<file path="src/rtl/cxd_pkg.sv">
package cxd_pkg;
  typedef enum logic [2:0] {
    PH_IDLE  = 3'd0,
    PH_MADDR = 3'd1,
    PH_MDATA = 3'd2,
    PH_REG   = 3'd3,
    PH_DROP  = 3'd4
  } phase_t;

  localparam int CMD_PARAM_W = 7;
  localparam int BANK_W      = 6;
endpackage

</file>
<file path="src/rtl/cxd_cmd_fsm.sv">
module cxd_cmd_fsm
  import cxd_pkg::*;
#(
  parameter int ADDR_BYTES = 4
) (
  input  logic                   clk,
  input  logic                   rst_n,
  input  logic                   start_i,
  input  logic                   stop_i,
  input  logic                   byte_valid_i,
  input  logic [7:0]             byte_i,
  output phase_t                 phase_o,
  output logic [CMD_PARAM_W-1:0] param_o,
  output logic                   addr_byte_o,
  output logic                   data_byte_o,
  output logic                   reg_byte_o,
  output logic                   cmd_err_o
);
  localparam int AW = (ADDR_BYTES > 1) ? $clog2(ADDR_BYTES) : 1;
  localparam logic [AW-1:0] ALAST = AW'(ADDR_BYTES - 1);

  phase_t                 phase_q, phase_d;
  logic                   pend_q, pend_d;
  logic [CMD_PARAM_W-1:0] param_q, param_d;
  logic [AW-1:0]          acnt_q, acnt_d;
  logic                   err_q, err_d;

  always_comb begin
    phase_d     = phase_q;
    pend_d      = pend_q;
    param_d     = param_q;
    acnt_d      = acnt_q;
    err_d       = err_q;
    addr_byte_o = 1'b0;
    data_byte_o = 1'b0;
    reg_byte_o  = 1'b0;
    if (stop_i) begin
      phase_d = PH_IDLE;
      pend_d  = 1'b0;
    end else if (start_i) begin
      pend_d = 1'b1;
    end else if (byte_valid_i) begin
      if (pend_q) begin
        pend_d = 1'b0;
        if (byte_i[7]) begin
          phase_d = PH_REG;
          param_d = byte_i[6:0];
        end else if (!byte_i[6]) begin
          phase_d = PH_MADDR;
          param_d = {1'b0, byte_i[5:0]};
          acnt_d  = '0;
        end else begin
          phase_d = PH_DROP;
          err_d   = 1'b1;
        end
      end else begin
        case (phase_q)
          PH_MADDR: begin
            addr_byte_o = 1'b1;
            acnt_d      = acnt_q + 1'b1;
            if (acnt_q == ALAST) phase_d = PH_MDATA;
          end
          PH_MDATA: data_byte_o = 1'b1;
          PH_REG:   reg_byte_o  = 1'b1;
          default:  ;
        endcase
      end
    end
  end

  always_ff @(posedge clk or negedge rst_n) begin
    if (!rst_n) begin
      phase_q <= PH_IDLE;
      pend_q  <= 1'b0;
      param_q <= '0;
      acnt_q  <= '0;
      err_q   <= 1'b0;
    end else begin
      phase_q <= phase_d;
      pend_q  <= pend_d;
      param_q <= param_d;
      acnt_q  <= acnt_d;
      err_q   <= err_d;
    end
  end

  assign phase_o   = phase_q;
  assign param_o   = param_q;
  assign cmd_err_o = err_q;
endmodule

</file>
<file path="src/rtl/cxd_mem_path.sv">
module cxd_mem_path
  import cxd_pkg::*;
#(
  parameter int NUM_BANKS  = 4,
  parameter int ADDR_BYTES = 4
) (
  input  logic                    clk,
  input  logic                    rst_n,
  input  logic [BANK_W-1:0]       bank_i,
  input  logic [NUM_BANKS-1:0]    bank_avail_i,
  input  logic                    addr_byte_i,
  input  logic                    data_byte_i,
  input  logic [7:0]              byte_i,
  output logic                    mem_we_o,
  output logic [8*ADDR_BYTES-1:0] mem_addr_o,
  output logic [7:0]              mem_wdata_o,
  output logic                    bank_err_o
);
  localparam int ADDR_W = 8 * ADDR_BYTES;
  localparam int AVW    = 1 << BANK_W;

  logic [AVW-1:0]    avail_ext;
  logic              bank_ok;
  logic [ADDR_W-1:0] addr_q, addr_d;
  logic [ADDR_W-1:0] waddr_q, waddr_d;
  logic [7:0]        wdata_q, wdata_d;
  logic              we_q, we_d;
  logic              err_q, err_d;

  assign avail_ext = AVW'(bank_avail_i);
  assign bank_ok   = avail_ext[bank_i];

  always_comb begin
    addr_d  = addr_q;
    waddr_d = waddr_q;
    wdata_d = wdata_q;
    we_d    = 1'b0;
    err_d   = err_q;
    if (addr_byte_i) begin
      addr_d = {addr_q[ADDR_W-9:0], byte_i};
    end else if (data_byte_i) begin
      if (bank_ok) begin
        we_d    = 1'b1;
        waddr_d = addr_q;
        wdata_d = byte_i;
        addr_d  = addr_q + 1'b1;
      end else begin
        err_d = 1'b1;
      end
    end
  end

  always_ff @(posedge clk or negedge rst_n) begin
    if (!rst_n) begin
      addr_q  <= '0;
      waddr_q <= '0;
      wdata_q <= '0;
      we_q    <= 1'b0;
      err_q   <= 1'b0;
    end else begin
      addr_q  <= addr_d;
      waddr_q <= waddr_d;
      wdata_q <= wdata_d;
      we_q    <= we_d;
      err_q   <= err_d;
    end
  end

  assign mem_we_o    = we_q;
  assign mem_addr_o  = waddr_q;
  assign mem_wdata_o = wdata_q;
  assign bank_err_o  = err_q;
endmodule

</file>
<file path="src/rtl/cxd_reg_path.sv">
module cxd_reg_path
  import cxd_pkg::*;
#(
  parameter int             REG_BYTES = 2,
  parameter logic [15:0]    MAGIC     = 16'h9DF2
) (
  input  logic                   clk,
  input  logic                   rst_n,
  input  logic                   start_i,
  input  logic                   stop_i,
  input  logic                   reg_sel_i,
  input  logic                   reg_byte_i,
  input  logic [7:0]             byte_i,
  input  logic                   rd_req_i,
  input  logic [CMD_PARAM_W-1:0] reg_num_i,
  input  logic [8*REG_BYTES-1:0] reg_rdata_i,
  output logic                   reg_we_o,
  output logic [8*REG_BYTES-1:0] reg_wdata_o,
  output logic                   rd_valid_o,
  output logic [7:0]             rd_data_o
);
  localparam int REG_W = 8 * REG_BYTES;
  localparam int CW    = $clog2(REG_BYTES + 1);
  localparam logic [CW-1:0] CFULL = CW'(REG_BYTES);
  localparam logic [CW-1:0] CLAST = CW'(REG_BYTES - 1);

  logic [CW-1:0]    wcnt_q, wcnt_d;
  logic [REG_W-1:0] wbuf_q, wbuf_d;
  logic             we_q, we_d;
  logic [CW-1:0]    ridx_q, ridx_d;
  logic [7:0]       rdat_q, rdat_d;
  logic             rval_q, rval_d;
  logic [REG_W-1:0] value;
  logic [REG_W-1:0] shifted;

  assign value   = (reg_num_i == '0) ? REG_W'(MAGIC) : reg_rdata_i;
  assign shifted = value >> (8 * (REG_BYTES - 1 - int'(ridx_q)));

  always_comb begin
    wcnt_d = wcnt_q;
    wbuf_d = wbuf_q;
    we_d   = 1'b0;
    ridx_d = ridx_q;
    rdat_d = rdat_q;
    rval_d = 1'b0;
    if (start_i || stop_i) begin
      wcnt_d = '0;
      ridx_d = '0;
    end else begin
      if (reg_byte_i && (wcnt_q != CFULL)) begin
        wbuf_d = {wbuf_q[REG_W-9:0], byte_i};
        wcnt_d = wcnt_q + 1'b1;
        we_d   = (wcnt_q == CLAST);
      end
      if (rd_req_i) begin
        rval_d = 1'b1;
        rdat_d = (reg_sel_i && (ridx_q != CFULL)) ? shifted[7:0] : 8'h00;
        if (ridx_q != CFULL) ridx_d = ridx_q + 1'b1;
      end
    end
  end

  always_ff @(posedge clk or negedge rst_n) begin
    if (!rst_n) begin
      wcnt_q <= '0;
      wbuf_q <= '0;
      we_q   <= 1'b0;
      ridx_q <= '0;
      rdat_q <= '0;
      rval_q <= 1'b0;
    end else begin
      wcnt_q <= wcnt_d;
      wbuf_q <= wbuf_d;
      we_q   <= we_d;
      ridx_q <= ridx_d;
      rdat_q <= rdat_d;
      rval_q <= rval_d;
    end
  end

  assign reg_we_o    = we_q;
  assign reg_wdata_o = wbuf_q;
  assign rd_valid_o  = rval_q;
  assign rd_data_o   = rdat_q;
endmodule

</file>
<file path="src/rtl/cmd_xact_decoder.sv">
module cmd_xact_decoder
  import cxd_pkg::*;
#(
  parameter int          NUM_BANKS  = 4,
  parameter int          ADDR_BYTES = 4,
  parameter int          REG_BYTES  = 2,
  parameter logic [15:0] MAGIC      = 16'h9DF2
) (
  input  logic                    clk,
  input  logic                    rst_n,
  input  logic                    start_i,
  input  logic                    stop_i,
  input  logic                    wr_valid_i,
  input  logic [7:0]              wr_byte_i,
  input  logic                    rd_req_i,
  output logic                    rd_valid_o,
  output logic [7:0]              rd_data_o,
  output logic                    mem_we_o,
  output logic [BANK_W-1:0]       mem_bank_o,
  output logic [8*ADDR_BYTES-1:0] mem_addr_o,
  output logic [7:0]              mem_wdata_o,
  input  logic [NUM_BANKS-1:0]    bank_avail_i,
  output logic                    bank_err_o,
  output logic [CMD_PARAM_W-1:0]  reg_num_o,
  input  logic [8*REG_BYTES-1:0]  reg_rdata_i,
  output logic                    reg_we_o,
  output logic [8*REG_BYTES-1:0]  reg_wdata_o,
  output logic                    cmd_err_o
);
  logic [1:0]             rst_sync_q;
  logic                   core_rst_n;
  phase_t                 phase;
  logic [CMD_PARAM_W-1:0] param;
  logic                   addr_byte, data_byte, reg_byte;

  always_ff @(posedge clk or negedge rst_n) begin
    if (!rst_n) rst_sync_q <= 2'b00;
    else        rst_sync_q <= {rst_sync_q[0], 1'b1};
  end
  assign core_rst_n = rst_sync_q[1];

  cxd_cmd_fsm #(.ADDR_BYTES(ADDR_BYTES)) u_fsm (
    .clk          (clk),
    .rst_n        (core_rst_n),
    .start_i      (start_i),
    .stop_i       (stop_i),
    .byte_valid_i (wr_valid_i),
    .byte_i       (wr_byte_i),
    .phase_o      (phase),
    .param_o      (param),
    .addr_byte_o  (addr_byte),
    .data_byte_o  (data_byte),
    .reg_byte_o   (reg_byte),
    .cmd_err_o    (cmd_err_o)
  );

  cxd_mem_path #(.NUM_BANKS(NUM_BANKS), .ADDR_BYTES(ADDR_BYTES)) u_mem (
    .clk          (clk),
    .rst_n        (core_rst_n),
    .bank_i       (param[BANK_W-1:0]),
    .bank_avail_i (bank_avail_i),
    .addr_byte_i  (addr_byte),
    .data_byte_i  (data_byte),
    .byte_i       (wr_byte_i),
    .mem_we_o     (mem_we_o),
    .mem_addr_o   (mem_addr_o),
    .mem_wdata_o  (mem_wdata_o),
    .bank_err_o   (bank_err_o)
  );

  cxd_reg_path #(.REG_BYTES(REG_BYTES), .MAGIC(MAGIC)) u_reg (
    .clk          (clk),
    .rst_n        (core_rst_n),
    .start_i      (start_i),
    .stop_i       (stop_i),
    .reg_sel_i    (phase == PH_REG),
    .reg_byte_i   (reg_byte),
    .byte_i       (wr_byte_i),
    .rd_req_i     (rd_req_i),
    .reg_num_i    (param),
    .reg_rdata_i  (reg_rdata_i),
    .reg_we_o     (reg_we_o),
    .reg_wdata_o  (reg_wdata_o),
    .rd_valid_o   (rd_valid_o),
    .rd_data_o    (rd_data_o)
  );

  assign mem_bank_o = param[BANK_W-1:0];
  assign reg_num_o  = param;
endmodule

</file>
<file path="config.mk">
export PLATFORM = sky130hd
export DESIGN_NAME = cmd_xact_decoder
export DESIGN_NICKNAME = d
export VERILOG_FILES = /design/src/rtl/cxd_pkg.sv /design/src/rtl/cxd_cmd_fsm.sv /design/src/rtl/cxd_mem_path.sv /design/src/rtl/cxd_reg_path.sv /design/src/rtl/cmd_xact_decoder.sv
export SDC_FILE = /design/constraint.sdc
export NUM_CORES = 1
export LEC_CHECK = 0
export ABC_AREA = 0
export BUFFER_PORTS_ARGS = -buffer_cell sky130_fd_sc_hd__buf_2
export CORE_MARGIN = 2
export CORE_UTILIZATION = 38
export DETAILED_ROUTE_END_ITERATION = 8
export GPL_ROUTABILITY_DRIVEN = 0
export HOLD_SLACK_MARGIN = 0.08
export PLACE_DENSITY = 0.68
export SETUP_SLACK_MARGIN = 0.2
export SYNTH_ARGS = -nofsm -noshare
export SYNTH_HDL_FRONTEND = slang
export SYNTH_HIERARCHICAL = 1
export SYNTH_SLANG_ARGS = --single-unit
export TNS_END_PERCENT = 10
</file>
<file path="constraint.sdc">
create_clock -name clk -period 9.8 [get_ports clk]
set_input_delay 1.47 -clock clk [delete_from_list [all_inputs] [get_ports clk]]
set_output_delay 1.47 -clock clk [all_outputs]
set_load 0.01 [all_outputs]
</file>
==> results_dict.tcl, run 1 <==
set metrics [dict create \
    fin_setup_tns_ps 0 \
    ctsHoldBuffers 0 \
    io_buffers 115 \
    routed_via_density 5.19 \
    synth_flop_cell "dfrtp_1" \
    p_int_uw 1030 \
    hp-class "flop to async pin" \
    drv_cap 0 \
    min_period_ps 4220 \
    synth_fp_nets 512 \
    overflow 0 \
    post_cts_buffers 0 \
    die_area_sq_mm 0.0159 \
    tightest_slew_ps 982 \
    clock_skew_ps 9.60 \
    grt_util_all_layers_pct 16.7 \
    grt_max_degree 78 \
    hold_viol 0 \
    cts_resized 0 \
    synthCells 473 \
    ys_seq_area_share_pct 53.0 \
    ys_warn_count 6 \
    comb_power_share_pct 8.3 \
    netlist_area_sq_mm 0.00567 \
    rows 44 \
    fillers 1335 \
    relSlewSlack_pct 34.3 \
    cts_tree "yes" \
    clk_path_buf_depth 2 \
    dp_hpwl_microns 8900 \
    p_leak_uw 0.00353 \
    swShare_pct 23.6 \
    crit_type "input port to flop" \
    die_w_microns 126 \
    wl_per_cell_microns 16.5 \
    cts_buffers 17 \
    slew_violations 0 \
    areaGrowthSynthToFinish_pct 22.5 \
    reg2reg_depth 6 \
    crit_arrival_ps 4510 \
    ant_nets 0 \
    cts.sinks 120 \
    clock_latency_ps 410 \
    rsz0062_at_grt "no" \
    p_sw_uw 317 \
    vdd.ir_drop.worst_v 0.000109 \
    antenna_found_initial 0 \
    status "finished clean" \
    initial_core_util_pct 39.0 \
    p_seq_share_pct 42.9 \
    synthDistinctLibCells 60 \
    cp-end-kind "flop" \
    vias 4056 \
    critPathLaunchType "input port" \
    fin_crit_sh_pct 43.1 \
    grt_pass1_vias 4013 \
    drive_above_1_share_pct 39.9 \
    cts-root-buf "clkbuf_16" \
    path_clk_slew_ps 50 \
    drtIter0Drc 229 \
    async_reset_ff_share_pct 100 \
    synth_edf_count 0 \
    fmax_mhz 237 \
    reg2reg_to "u_mem/mem_addr_o[7]$_DFFE_PN0P_" \
    fin_nets 624 \
    drc 0 \
    crit_fanout 42 \
    dr.pass1.iters 5 \
    mostFrequentLayoutCell "dfrtp_1" \
    setup_viol 0 \
    dpl_cell_area_sq_mm 0.00631 \
    regToRegSetupSlack_ps 6510 \
    coreArea_sq_mm 0.0145 \
    routed_wl_microns 12900 \
    die_y_microns 126 \
    mostFrequentLayoutCells "119 x dfrtp_1, 115 x buf_2, 51 x mux2_2" \
    grt_pass1_wl_microns 20900 \
    cp.required_ps 10090 \
    p_per_area_mw_per_mm2 193 \
    diodes 0 \
    clockPowerShare_pct 48.8 \
    synth-seq-cells 120 \
    io_pins 116 \
    htree_levels 4 \
    syn_area_per_cell_sq_um 12.0 \
    r2r-start "u_fsm/pend_q$_DFFE_PN0P_" \
    fin_area_sq_mm 0.00695 \
]
==> state kept, by name, indices dropped and copies added (netlist names), 2 cells and up <==
register and count:
u_mem/mem_addr_o 32, u_reg/ridx_q 2, u_fsm/phase_o 3, u_reg/wcnt_q 2
rst_sync_q 2, u_reg/reg_wdata_o 16, u_fsm/acnt_q 2, u_mem/mem_wdata_o 8
u_reg/rd_data_o 8, u_fsm/param_o 7, u_mem/addr_q 32
==> cells in the mapped netlist, types with 4 or more instances <==
master / count / area share, %
nand4_1: 20 / 2.2
and2_1: 5 / 0.55
buf_6: 5 / 0.99
a21oi_1: 11 / 0.97
nor3b_1: 4 / 0.53
mux2_2: 51 / 10
nand3_1: 16 / 1.4
o21ai_0: 27 / 2.4
xnor2_1: 9 / 1.4
nor2_1: 12 / 0.79
nand2_1: 41 / 2.7
nor3_1: 11 / 0.97
xor2_1: 20 / 3.1
ha_1: 5 / 1.1
and3_1: 6 / 0.66
clkbuf_1: 6 / 0.40
inv_1: 12 / 0.79
dfrtp_1: 120 / 53
o31ai_1: 6 / 0.79
buf_4: 12 / 1.6
mux2_4: 16 / 4.2
==> logic make-up (layout without fill, tap and decap cells) <==
group                      count (synthesis)  after routing  synth area share (%)
xor gates and xnor gates                  29             29                  4.48
AOI/OAI and AO/OA                         63             63                  6.60
adders and majority gates                  5              5                  1.10
buffers and inverters                     37            161                  4.21
muxes                                     71             71                  15.3
DFF                                      120            120                  53.0
other                                      1              1                0.0661
and+or+nand+nor                          147            147                  15.3
==> worst max-delay path by stage <==
stage               depth (start not counted)                               end               startpoint  slack [ps]
finish                                      7   u_mem/mem_addr_o[7]$_DFFE_PN0P_                   stop_i        5580
global route                                7  u_mem/mem_addr_o[31]$_DFFE_PN0P_                   stop_i        5330
CTS                                         7  u_mem/mem_addr_o[30]$_DFFE_PN0P_                   stop_i        5630
detailed placement                          7   u_mem/mem_addr_o[7]$_DFFE_PN0P_                   stop_i        5210
global placement                            7  u_mem/mem_addr_o[30]$_DFFE_PN0P_                   stop_i        5300
floorplan                                   0       u_fsm/acnt_q[0]$_DFFE_PN0P_  rst_sync_q[1]$_DFF_PN0_        6210
==> power groups by stage <==
stage | Clock, uW | Combinational (uW) | Sequential [uW]
floorplan | 0 | 69.7 | 578
global placement | 0 | 109 | 583
detailed placement | 0 | 112 | 584
CTS | 670 | 113 | 577
global route | 695 | 122 | 582
finish | 655 | 112 | 576
==> worst max-delay path, cell delays in order <==
cell     delay [ps]
buf_2           150
nor3b_1         350
nand3_1         150
nor3_1          250
and3_1          790
nand2_2         770
mux2_2          530
==> stage by stage <==
step	power (uW)	utilization [%]	hold WS, ps	setup WS [ps]	instances
floorplan	648	-	331	6210	473
global placement	691	43.4	325	5300	750
detailed placement	696	43.4	335	5210	750
CTS	1360	47.8	337	5630	781
global route	1400	47.8	363	5330	781
finish	1340	47.8	310	5580	781
==> per-layer routing <==
metal / track usage, % / routed length [microns] / up-vias
met3: 5.10 / 578 / 11
met5: 0 / 0 / -
met4: 5.62 / 172 / 0
met1: 22.1 / 5780 / 2040
li1: - / - / 1906
met2: 26.2 / 6380 / 99
==> layout make-up <==
type | instances | area (sq um) | area share, %
timing repair buffer | 118 | 598 | 8.61
clock buffer | 24 | 522 | 7.51
multi-input combinational | 316 | 2430 | 35.0
clock inverter | 7 | 113 | 1.62
tap | 184 | 230 | 3.31
inverter | 12 | 45.0 | 0.649
sequential | 120 | 3010 | 43.3
No activity file was read; power rests on OpenSTA's default activity.
==> run 2: changes to the inputs <==
==> constraint.sdc (replaced) <==
create_clock -name clk -period 4.4 [get_ports clk]
set_input_delay 0.66 -clock clk [delete_from_list [all_inputs] [get_ports clk]]
set_output_delay 0.66 -clock clk [all_outputs]
set_load 0.01 [all_outputs]
==> run 2 against run 1 <==
Clock-buffer cell count decreased by 5. Utilization increased by 0.57 points. Wire length increased by 0.66%. Non-clock buffer count increased by 3. Critical endpoint is now u_mem/mem_addr_o[0]$_DFFE_PN0P_.
==> results_dict.tcl, run 2 (synthesis gave the netlist of run 1 again) <==
set metrics [dict create \
    swShare_pct 23.0 \
    initial_core_util_pct 39.0 \
    crit_fanout 42 \
    antenna_found_initial 0 \
    p_seq_share_pct 40.5 \
    dp_hpwl_microns 9110 \
    die_y_microns 126 \
    slowest_stage "nand2_2" \
    htree_levels 4 \
    p_int_uw 2430 \
    grt_pass1_wl_microns 21400 \
    cp-end-kind "flop" \
    fin_hold_ws_ps 348 \
    setup_viol 0 \
    ant_nets 0 \
    coreArea_sq_mm 0.0145 \
    mostFrequentLayoutCell "dfrtp_1" \
    wl_per_cell_microns 16.5 \
    critPathLaunchType "input port" \
    routed_wl_microns 13000 \
    relSlewSlack_pct 34.5 \
    fin_crit_sh_pct 66.8 \
    crit_arrival_ps 3240 \
    cts-root-buf "clkbuf_16" \
    dr.pass1.iters 5 \
    routed_via_density 5.15 \
    grt_max_degree 61 \
    comb_power_share_pct 8.1 \
    slew_violations 0 \
    drtIter0Drc 198 \
    io_buffers 115 \
    p_leak_uw 0.00356 \
    drc 0 \
    finalPower_uw 3150 \
    crit_type "input port to flop" \
    drv_cap 0 \
    rsz0062_at_grt "no" \
    cts_tree "yes" \
    fin_nets 627 \
    cpPeakStageDelay_ps 580 \
    drive_above_1_share_pct 39.9 \
    tightest_slew_ps 979 \
    clock_latency_ps 420 \
    p_sw_uw 723 \
    diodes 0 \
    io_pins 116 \
    p_per_area_mw_per_mm2 448 \
    path_cells "buf_2 -> nor3b_1 -> nand3_1 -> nor3_1 -> and3_1 -> buf_4 -> nand2_2 -> mux2_2" \
    cts.sinks 120 \
    grt_pass1_vias 4100 \
    post_cts_buffers 0 \
    hp-class "flop to flop" \
    overflow 0 \
    cp.required_ps 4700 \
    grt_util_all_layers_pct 16.9 \
    cts_buffers 17 \
    min_period_ps 2940 \
    die_area_sq_mm 0.0159 \
    status "finished clean" \
    hold_viol 0 \
    vdd.ir_drop.worst_v 0.000290 \
    areaGrowthSynthToFinish_pct 23.9 \
    setup_ws_ps 1460 \
    clockPowerShare_pct 51.4 \
    place_ws_ps 1040 \
    mostFrequentLayoutCells "119 x dfrtp_1, 115 x buf_2, 51 x mux2_2" \
    rows 44 \
    die_w_microns 126 \
    path_clk_slew_ps 50 \
    clk_path_buf_depth 2 \
    clock_skew_ps 19.1 \
    vias 4044 \
    fin_setup_tns_ps 0 \
    fmax_mhz 340 \
]
-- run 2: cell count changes in the layout (fill, tap and decap cells not counted) --
cell,previous run,this run
clkinvlp_4,1,2
clkbuf_1,0,1
dlygate4sd3_1,0,1
buf_4,3,5
clkbuf_8,7,1
bufinv_16,3,7
clkinv_4,0,1
-- run 2: power groups by stage --
stage | Clock [uW] | Combinational (uW) | Sequential [uW]
after floorplan | 0 | 155 | 1290
after global placement | 0 | 250 | 1290
after CTS | 1640 | 261 | 1280
final | 1620 | 256 | 1280
after global routing | 1700 | 284 | 1290
after detailed placement | 0 | 259 | 1290
-- run 2: cell type report --
class                           instances  area [sq um]
Fill cell                            1336          7510
Clock inverter                         13           249
Tap cell                              184           230
Inverter                               12          45.0
Timing Repair Buffer                  121           623
Sequential cell                       120          3010
Clock buffer                           19           443
Multi-Input combinational cell        316          2430
-- run 2: final timing paths --
check	startpoint	to	slack (ps)	cells after the start
max	stop_i	u_mem/mem_addr_o[0]$_DFFE_PN0P_	1460	8
min	rst_sync_q[0]$_DFF_PN0_	rst_sync_q[1]$_DFF_PN0_	350	0
max reg2reg	u_fsm/pend_q$_DFFE_PN0P_	u_mem/mem_addr_o[0]$_DFFE_PN0P_	1570	7
min reg2reg	rst_sync_q[0]$_DFF_PN0_	rst_sync_q[1]$_DFF_PN0_	350	0
max in group asynchronous	rst_sync_q[1]$_DFF_PN0_	u_reg/reg_wdata_o[15]$_DFFE_PN0P_	3440	1
min in group asynchronous	rst_sync_q[1]$_DFF_PN0_	u_mem/mem_addr_o[10]$_DFFE_PN0P_	470	1
-- run 2: per-stage QoR --
stage	utilization, %	std cells	cell area, sq um
after floorplan	-	473	5670
after global placement	43.5	752	6330
after detailed placement	43.5	752	6330
after CTS	48.4	785	7030
after global routing	48.4	785	7030
final	48.4	785	7030
-- run 2: worst max-delay path: cells and delay by family --
kind | cells | cell delay [ps]
muxes | 1 | 520
and+or+nand+nor | 5 | 1590
buffers and inverters | 2 | 410
-- run 2: per-layer routing --
| layer | vias up | global-route usage, % | share of wire (%) | routed length (microns) |
|---|---|---|---|---|
| met4 | 0 | 6.85 | 0.83 | 108 |
| met1 | 2027 | 22.3 | 44 | 5750 |
| met3 | 9 | 3.40 | 3.8 | 496 |
| li1 | 1912 | - | - | - |
| met2 | 96 | 27.3 | 51 | 6630 |
| met5 | - | 0 | 0 | 0 |
-- run 2: timing repair --
| item | in CTS | in global routing |
|---|---|---|
| gates resized for setup | 0 | 0 |
| hold buffers | 1 | 0 |
| hold endpoints to repair | 2 | 0 |
